`src/rtl/msiClrPkg.sv`:
```
package msiClrPkg;
  localparam int NUM_FN = 32;
  localparam int MASK_W = 32;
  localparam int FN_W   = $clog2(NUM_FN);
  localparam int IDX_W  = FN_W + 1;

  typedef struct packed {
    logic            wrValid;
    logic [FN_W-1:0] wrFn;
  } wrStrobe_t;
endpackage

```
`src/rtl/msiClrCtrl.sv`:
```
module msiClrCtrl
  import msiClrPkg::*;
#(
  parameter int NUM_FNS = NUM_FN,
  parameter int IDX_WD  = IDX_W
) (
  input  logic               clk,
  input  logic               rstN,
  input  logic               maskWrEn,
  input  logic [IDX_WD-1:0]  maskWrIdx,
  input  logic               detectEn,
  input  logic               stsClrEn,
  input  logic [NUM_FNS-1:0] stsClrData,
  input  logic [NUM_FNS-1:0] intMask,
  input  logic               dropHit,
  output wrStrobe_t          strobe,
  output logic [NUM_FNS-1:0] stsOut,
  output logic               irqOut
);
  localparam int FNW = $clog2(NUM_FNS);

  logic               idxOk;
  logic [NUM_FNS-1:0] setVec;
  logic [NUM_FNS-1:0] clrVec;
  logic [NUM_FNS-1:0] stsNext;
  logic [NUM_FNS-1:0] stsQ;

  // Out-of-range indices never reach the datapath.
  assign idxOk          = (maskWrIdx < IDX_WD'(NUM_FNS));
  assign strobe.wrValid = maskWrEn && idxOk;
  assign strobe.wrFn    = FN_W'(maskWrIdx[FNW-1:0]);

  always_comb begin
    setVec = '0;
    if (strobe.wrValid && detectEn && dropHit)
      setVec = NUM_FNS'(1) << maskWrIdx[FNW-1:0];
    clrVec  = stsClrEn ? stsClrData : '0;
    // The set is applied after the clear, so a set wins.
    stsNext = (stsQ & ~clrVec) | setVec;
  end

  always_ff @(posedge clk or negedge rstN) begin
    if (!rstN) stsQ <= '0;
    else       stsQ <= stsNext;
  end

  assign stsOut = stsQ;
  assign irqOut = |(stsQ & ~intMask);
endmodule

```
`src/rtl/msiClrData.sv`:
```
module msiClrData
  import msiClrPkg::*;
#(
  parameter int NUM_FNS = NUM_FN,
  parameter int MASK_WD = MASK_W
) (
  input  logic               clk,
  input  logic               rstN,
  input  wrStrobe_t          strobe,
  input  logic [MASK_WD-1:0] wrData,
  output logic               dropHit,
  output logic [MASK_WD-1:0] maskArr [NUM_FNS]
);
  logic [MASK_WD-1:0] oldMask;

  genvar g;
  generate
    for (g = 0; g < NUM_FNS; g++) begin : gMask
      logic [MASK_WD-1:0] maskQ;
      always_ff @(posedge clk or negedge rstN) begin
        if (!rstN)
          maskQ <= '1;
        else if (strobe.wrValid && (strobe.wrFn == FN_W'(g)))
          maskQ <= wrData;
      end
      assign maskArr[g] = maskQ;
    end
  endgenerate

  assign oldMask = maskArr[strobe.wrFn];
  // Any bit that is 1 now and 0 in the new value counts as a drop.
  assign dropHit = strobe.wrValid && (|(oldMask & ~wrData));
endmodule

```
`src/rtl/msiClrRead.sv`:
```
module msiClrRead
  import msiClrPkg::*;
#(
  parameter int NUM_FNS = NUM_FN,
  parameter int MASK_WD = MASK_W,
  parameter int IDX_WD  = IDX_W
) (
  input  logic               rdStatusSel,
  input  logic [IDX_WD-1:0]  rdIdx,
  input  logic [NUM_FNS-1:0] sts,
  input  logic [MASK_WD-1:0] maskArr [NUM_FNS],
  output logic [MASK_WD-1:0] rdData
);
  localparam int FNW = $clog2(NUM_FNS);

  always_comb begin
    if (rdStatusSel)
      rdData = MASK_WD'(sts);
    else if (rdIdx < IDX_WD'(NUM_FNS))
      rdData = maskArr[rdIdx[FNW-1:0]];
    else
      rdData = '0;
  end
endmodule

```
`src/rtl/msiClearWatch.sv`:
```
module msiClearWatch
  import msiClrPkg::*;
#(
  parameter int NUM_FNS = NUM_FN,
  parameter int MASK_WD = MASK_W,
  parameter int IDX_WD  = IDX_W
) (
  input  logic               clk,
  input  logic               rstN,
  input  logic               maskWrEn,
  input  logic [IDX_WD-1:0]  maskWrIdx,
  input  logic [MASK_WD-1:0] maskWrData,
  input  logic               detectEn,
  input  logic               stsClrEn,
  input  logic [NUM_FNS-1:0] stsClrData,
  input  logic [NUM_FNS-1:0] intMask,
  input  logic               rdStatusSel,
  input  logic [IDX_WD-1:0]  rdIdx,
  output logic [MASK_WD-1:0] rdData,
  output logic               localIrq
);
  wrStrobe_t          strobe;
  logic               dropHit;
  logic [NUM_FNS-1:0] stsReg;
  logic [MASK_WD-1:0] maskArr [NUM_FNS];

  msiClrCtrl #(.NUM_FNS(NUM_FNS), .IDX_WD(IDX_WD)) u_ctrl (
    .clk(clk), .rstN(rstN), .maskWrEn(maskWrEn), .maskWrIdx(maskWrIdx),
    .detectEn(detectEn), .stsClrEn(stsClrEn), .stsClrData(stsClrData),
    .intMask(intMask), .dropHit(dropHit), .strobe(strobe),
    .stsOut(stsReg), .irqOut(localIrq)
  );

  msiClrData #(.NUM_FNS(NUM_FNS), .MASK_WD(MASK_WD)) u_data (
    .clk(clk), .rstN(rstN), .strobe(strobe), .wrData(maskWrData),
    .dropHit(dropHit), .maskArr(maskArr)
  );

  msiClrRead #(.NUM_FNS(NUM_FNS), .MASK_WD(MASK_WD), .IDX_WD(IDX_WD)) u_read (
    .rdStatusSel(rdStatusSel), .rdIdx(rdIdx), .sts(stsReg),
    .maskArr(maskArr), .rdData(rdData)
  );
endmodule

```
`config.mk`:
```
export PLATFORM = sky130hd
export DESIGN_NAME = msiClearWatch
export DESIGN_NICKNAME = d
export VERILOG_FILES = /design/src/rtl/msiClrPkg.sv /design/src/rtl/msiClrCtrl.sv /design/src/rtl/msiClrData.sv /design/src/rtl/msiClrRead.sv /design/src/rtl/msiClearWatch.sv
export SDC_FILE = /design/constraint.sdc
export NUM_CORES = 2
export LEC_CHECK = 0
export BUFFER_PORTS_ARGS = -buffer_cell sky130_fd_sc_hd__buf_2
export CAP_MARGIN = 20
export CORE_MARGIN = 4
export CORE_UTILIZATION = 60
export DETAILED_ROUTE_END_ITERATION = 12
export PLACE_DENSITY = 0.77
export RECOVER_POWER = 100
export SLEW_MARGIN = 5
export SYNTH_ARGS = -nofsm -noshare
export SYNTH_HDL_FRONTEND = slang
export SYNTH_SLANG_ARGS = --single-unit
export TNS_END_PERCENT = 1
```
`constraint.sdc`:
```
create_clock -name clk -period 10.1 [get_ports clk]
set_input_delay 1.515 -clock clk [delete_from_list [all_inputs] [get_ports clk]]
set_output_delay 1.515 -clock clk [all_outputs]
set_load 0.03 [all_outputs]
```
==> flow_summary.toml <==
[finish]
syn2layout_area_growth_pct = 8.944
final_cell_area_um2 = 62530
n_fill_cell = 6655
fin_nets = 3778
regArea_um2 = 27710
multi_input_area_um2 = 27980
drive_gt1_share_pct = 78.03

[global_routing]
grt_pass1_vias = 37625
track_usage_pct = 35.50
overflow = 0
grt_first_pass_wirelength_mm = 258.9
grt_max_degree = 166
antenna_found_initial = 11

[synth]
yosys_most_used_dff = "dfstp_2"
ys.warnings.count = 0
yosysMostFrequentCell = "mux2_2"
yosysUniqueCellTypes = 45
synth_edf_count = 0
syn_inst = 3721
synth.area.top_cells = "dfstp_2 47%, mux2_2 20%, mux4_2 20%"
synth-async-reset-ratio_pct = 100.0
synth_top_area_share_pct = 46.87
syn_nets = 3835
ys_ff_latch = 1056
synth_common_cells = "1030 x mux2_2, 1024 x dfstp_2, 512 x mux4_2"
yosysTopAreaCell = "dfstp_2"
synth.cell_area_um2 = 57400
ys_seq_area_share_pct = 48.27
syn_avg_cell_area_um2 = 15.43

[drt]
drt-total-wl_mm = 176.7
vias_per_cell = 7.254
drc = 0
drtPass1Iterations = 5
dr_wl_met2_mm = 78.91
ant_nets = 0
wl_met1_mm = 67.28
dr.first_iter.drc_count = 3909
drt-wirelength-per-cell_um = 35.18
met3WireLength_mm = 20.31
num_vias = 36424
highest_layer = "met5"

[worst_setup_path]
slowest_stage = "clkbuf_1"
worstSetupPathType = "in2reg"
r2r_cells = 9
worst_path_largest_cell_delay_ns = 2.13
timing.rr.start = "u_data.gMask[7].maskQ[19]"
critPathLaunchType = "input pin"
path_cells = "buf_2 -> clkbuf_1 -> inv_1 -> clkbuf_1 -> and3_1 -> nand2_1 -> clkbuf_1 -> mux2_2"
arrival_ns = 9.13
setup.worst_path.end_class = "register"
r2r_end = "u_ctrl.stsOut[15]"
cp_common_cell = "clkbuf_1"
rrSetupSlack_ns = 6.26
critical_path.max_fanout = 26
cp.required_ns = 10.71

[pwr]
swShare_pct = 25.36
switchingPower_mw = 2.996
p_per_area_nw_per_um2 = 188.9
intPower_mw = 8.816
p_comb_share_pct = 16.0
p_leak_nw = 24.38
power_frac_clock_pct = 36.6
peakVddDrop_mv = 0.1641
seqPwrFrac_pct = 47.4

[floorplanning]
die_h_um = 317.3
io_pins = 147
fp.dieW_um = 317.3
start_util_pct = 60.41
core_area_um2 = 95010
rows = 113
dieArea_um2 = 100700

[sta]
setup_viol_count_final = 0
finalWorstSetupSlack_ns = 1.586
min_period_over_period_pct = 84.30
worst_slew_pin_slew_ns = 6.461
slew_headroom_pct = -330.7
fin_crit_ns = 8.514
rsz0062_at_grt = "no"
fin_setup_tns_ns = 0
finClkSkew_ns = 0.02830
fmax_ghz = 0.1175
hold_viol_final = 0
slew_violations = 923

[outcome]
violations = "capacitance limit, slew limit"
outcome = "complete, but fails checks"

[hold_path]
whs_path_depth = 2
hold_class = "reg2reg"
hold_path.startpoint = "u_ctrl.stsOut[17]"
holdPathEnd = "u_ctrl.stsOut[17]"

[clock_tree]
postCtsSetupBuffers = 0
clk_latency_ns = 0.71
cts.clk_slew.worst_paths_ns = 0.06
clock_sinks = 1056
cts-buffers-inserted = 112
cts_tree = "done"
htreeDepth = 3
cts_resized = 0
cts_buffer_depth = 3
holdBufCountCts = 0
cts_root_buf = "clkbuf_16"

[placed_design]
dp_hpwl_mm = 102.4
io_buffers = 146
placed_area_um2 = 59000
gp_congestion = 0.9152
dp_slack_ns = 3.638

[run]
maxCapViolCount = 33
[layout make-up]
class | count | area share, %
multi-input cells | 2243 | 44.74
flip-flops and latches | 1056 | 44.31
clock buffers | 159 | 5.182
well taps | 1265 | 2.531
repair buffers | 216 | 2.067
clock inverters | 42 | 0.9464
inverters | 35 | 0.2101
diodes | 5 | 0.02001
[kinds of logic (layout without fill, tap and decap cells)]
kind of cell	after synthesis	count (layout)	share of synthesized area, %
AOI/OAI and AO/OA	297	297	3.647
buffers and inverters	422	452	3.067
DFF	1056	1056	48.27
muxes	1706	1706	43.16
other	0	5	0
and+or+nand+nor	240	240	1.862
[flip-flops by register name, indices dropped and copies added (netlist names)]
| register | cells |
|---|---|
| u_data.gMask.maskQ | 1024 |
| u_ctrl.stsOut | 32 |
[power by group through the flow]
stage | logic, mW | clock network, mW | registers, mW
after floorplan | 1.42 | 0 | 5.48
after global placement | 1.82 | 0 | 5.59
after detailed placement | 1.87 | 0 | 5.64
after CTS | 1.88 | 4.37 | 5.58
after global routing | 2.00 | 4.54 | 5.68
final | 1.89 | 4.32 | 5.60
[layout by cell type, fill, tap and decap left out, types with 3 or more instances in the layout]
cell type / count
nor2_4: 3
dfstp_2: 1024
buf_12: 8
buf_4: 46
a22oi_1: 20
o221ai_1: 59
o211ai_1: 18
clkinvlp_4: 3
mux2_2: 1027
bufinv_16: 13
buf_8: 3
mux2i_1: 164
nor2_1: 15
a211oi_1: 36
o22ai_1: 19
nand2_4: 3
clkbuf_16: 113
buf_2: 109
a221oi_1: 13
nand2b_1: 22
clkbuf_8: 24
clkbuf_1: 70
dfrtp_1: 32
a21oi_1: 40
diode_2: 5
nor3_1: 10
nor4_1: 9
inv_6: 3
o21ai_0: 67
nand2_1: 154
mux4_2: 512
inv_1: 34
a22o_1: 17
or4_1: 3
a211o_1: 3
mux2_1: 3
nand3_1: 6
clkinv_2: 20
[metrics by stage]
stage               cells  hold slack, ns  util, %  total power, mW
floorplan            3721          0.4679        -            6.901
global placement     4814          0.4982    62.08            7.418
detailed placement   4815          0.5037    62.09            7.514
CTS                  5016          0.5167    66.13            11.83
global route         5017          0.5564    65.81            12.22
finish               5021          0.5335    65.82            11.81
[layer usage]
layer  track usage (%)  vias to the layer above
met1             48.18                    19549
met2             52.55                     2025
li1                  -                    14303
met4             16.62                        6
met3             11.50                      541
met5                 0                        -
[how the worst max path moves through the flow]
stage	start	end	slack, ns
finish	maskWrIdx[4]	u_data.gMask[10].maskQ[2]	1.59
global route	maskWrIdx[0]	u_data.gMask[7].maskQ[3]	1.75
CTS	rdIdx[0]	rdData[4]	3.62
detailed placement	rdIdx[0]	rdData[4]	3.64
global placement	rdIdx[0]	rdData[4]	3.64
floorplan	rdIdx[0]	rdData[22]	4.49
[critical path: cells and delay by family]
kind                   cells  cell delay (ns)
buffers and inverters      5             5.48
AND/OR/NAND/NOR            2             1.55
multiplexers               1             0.48
Power figures use the tool's default switching activity.
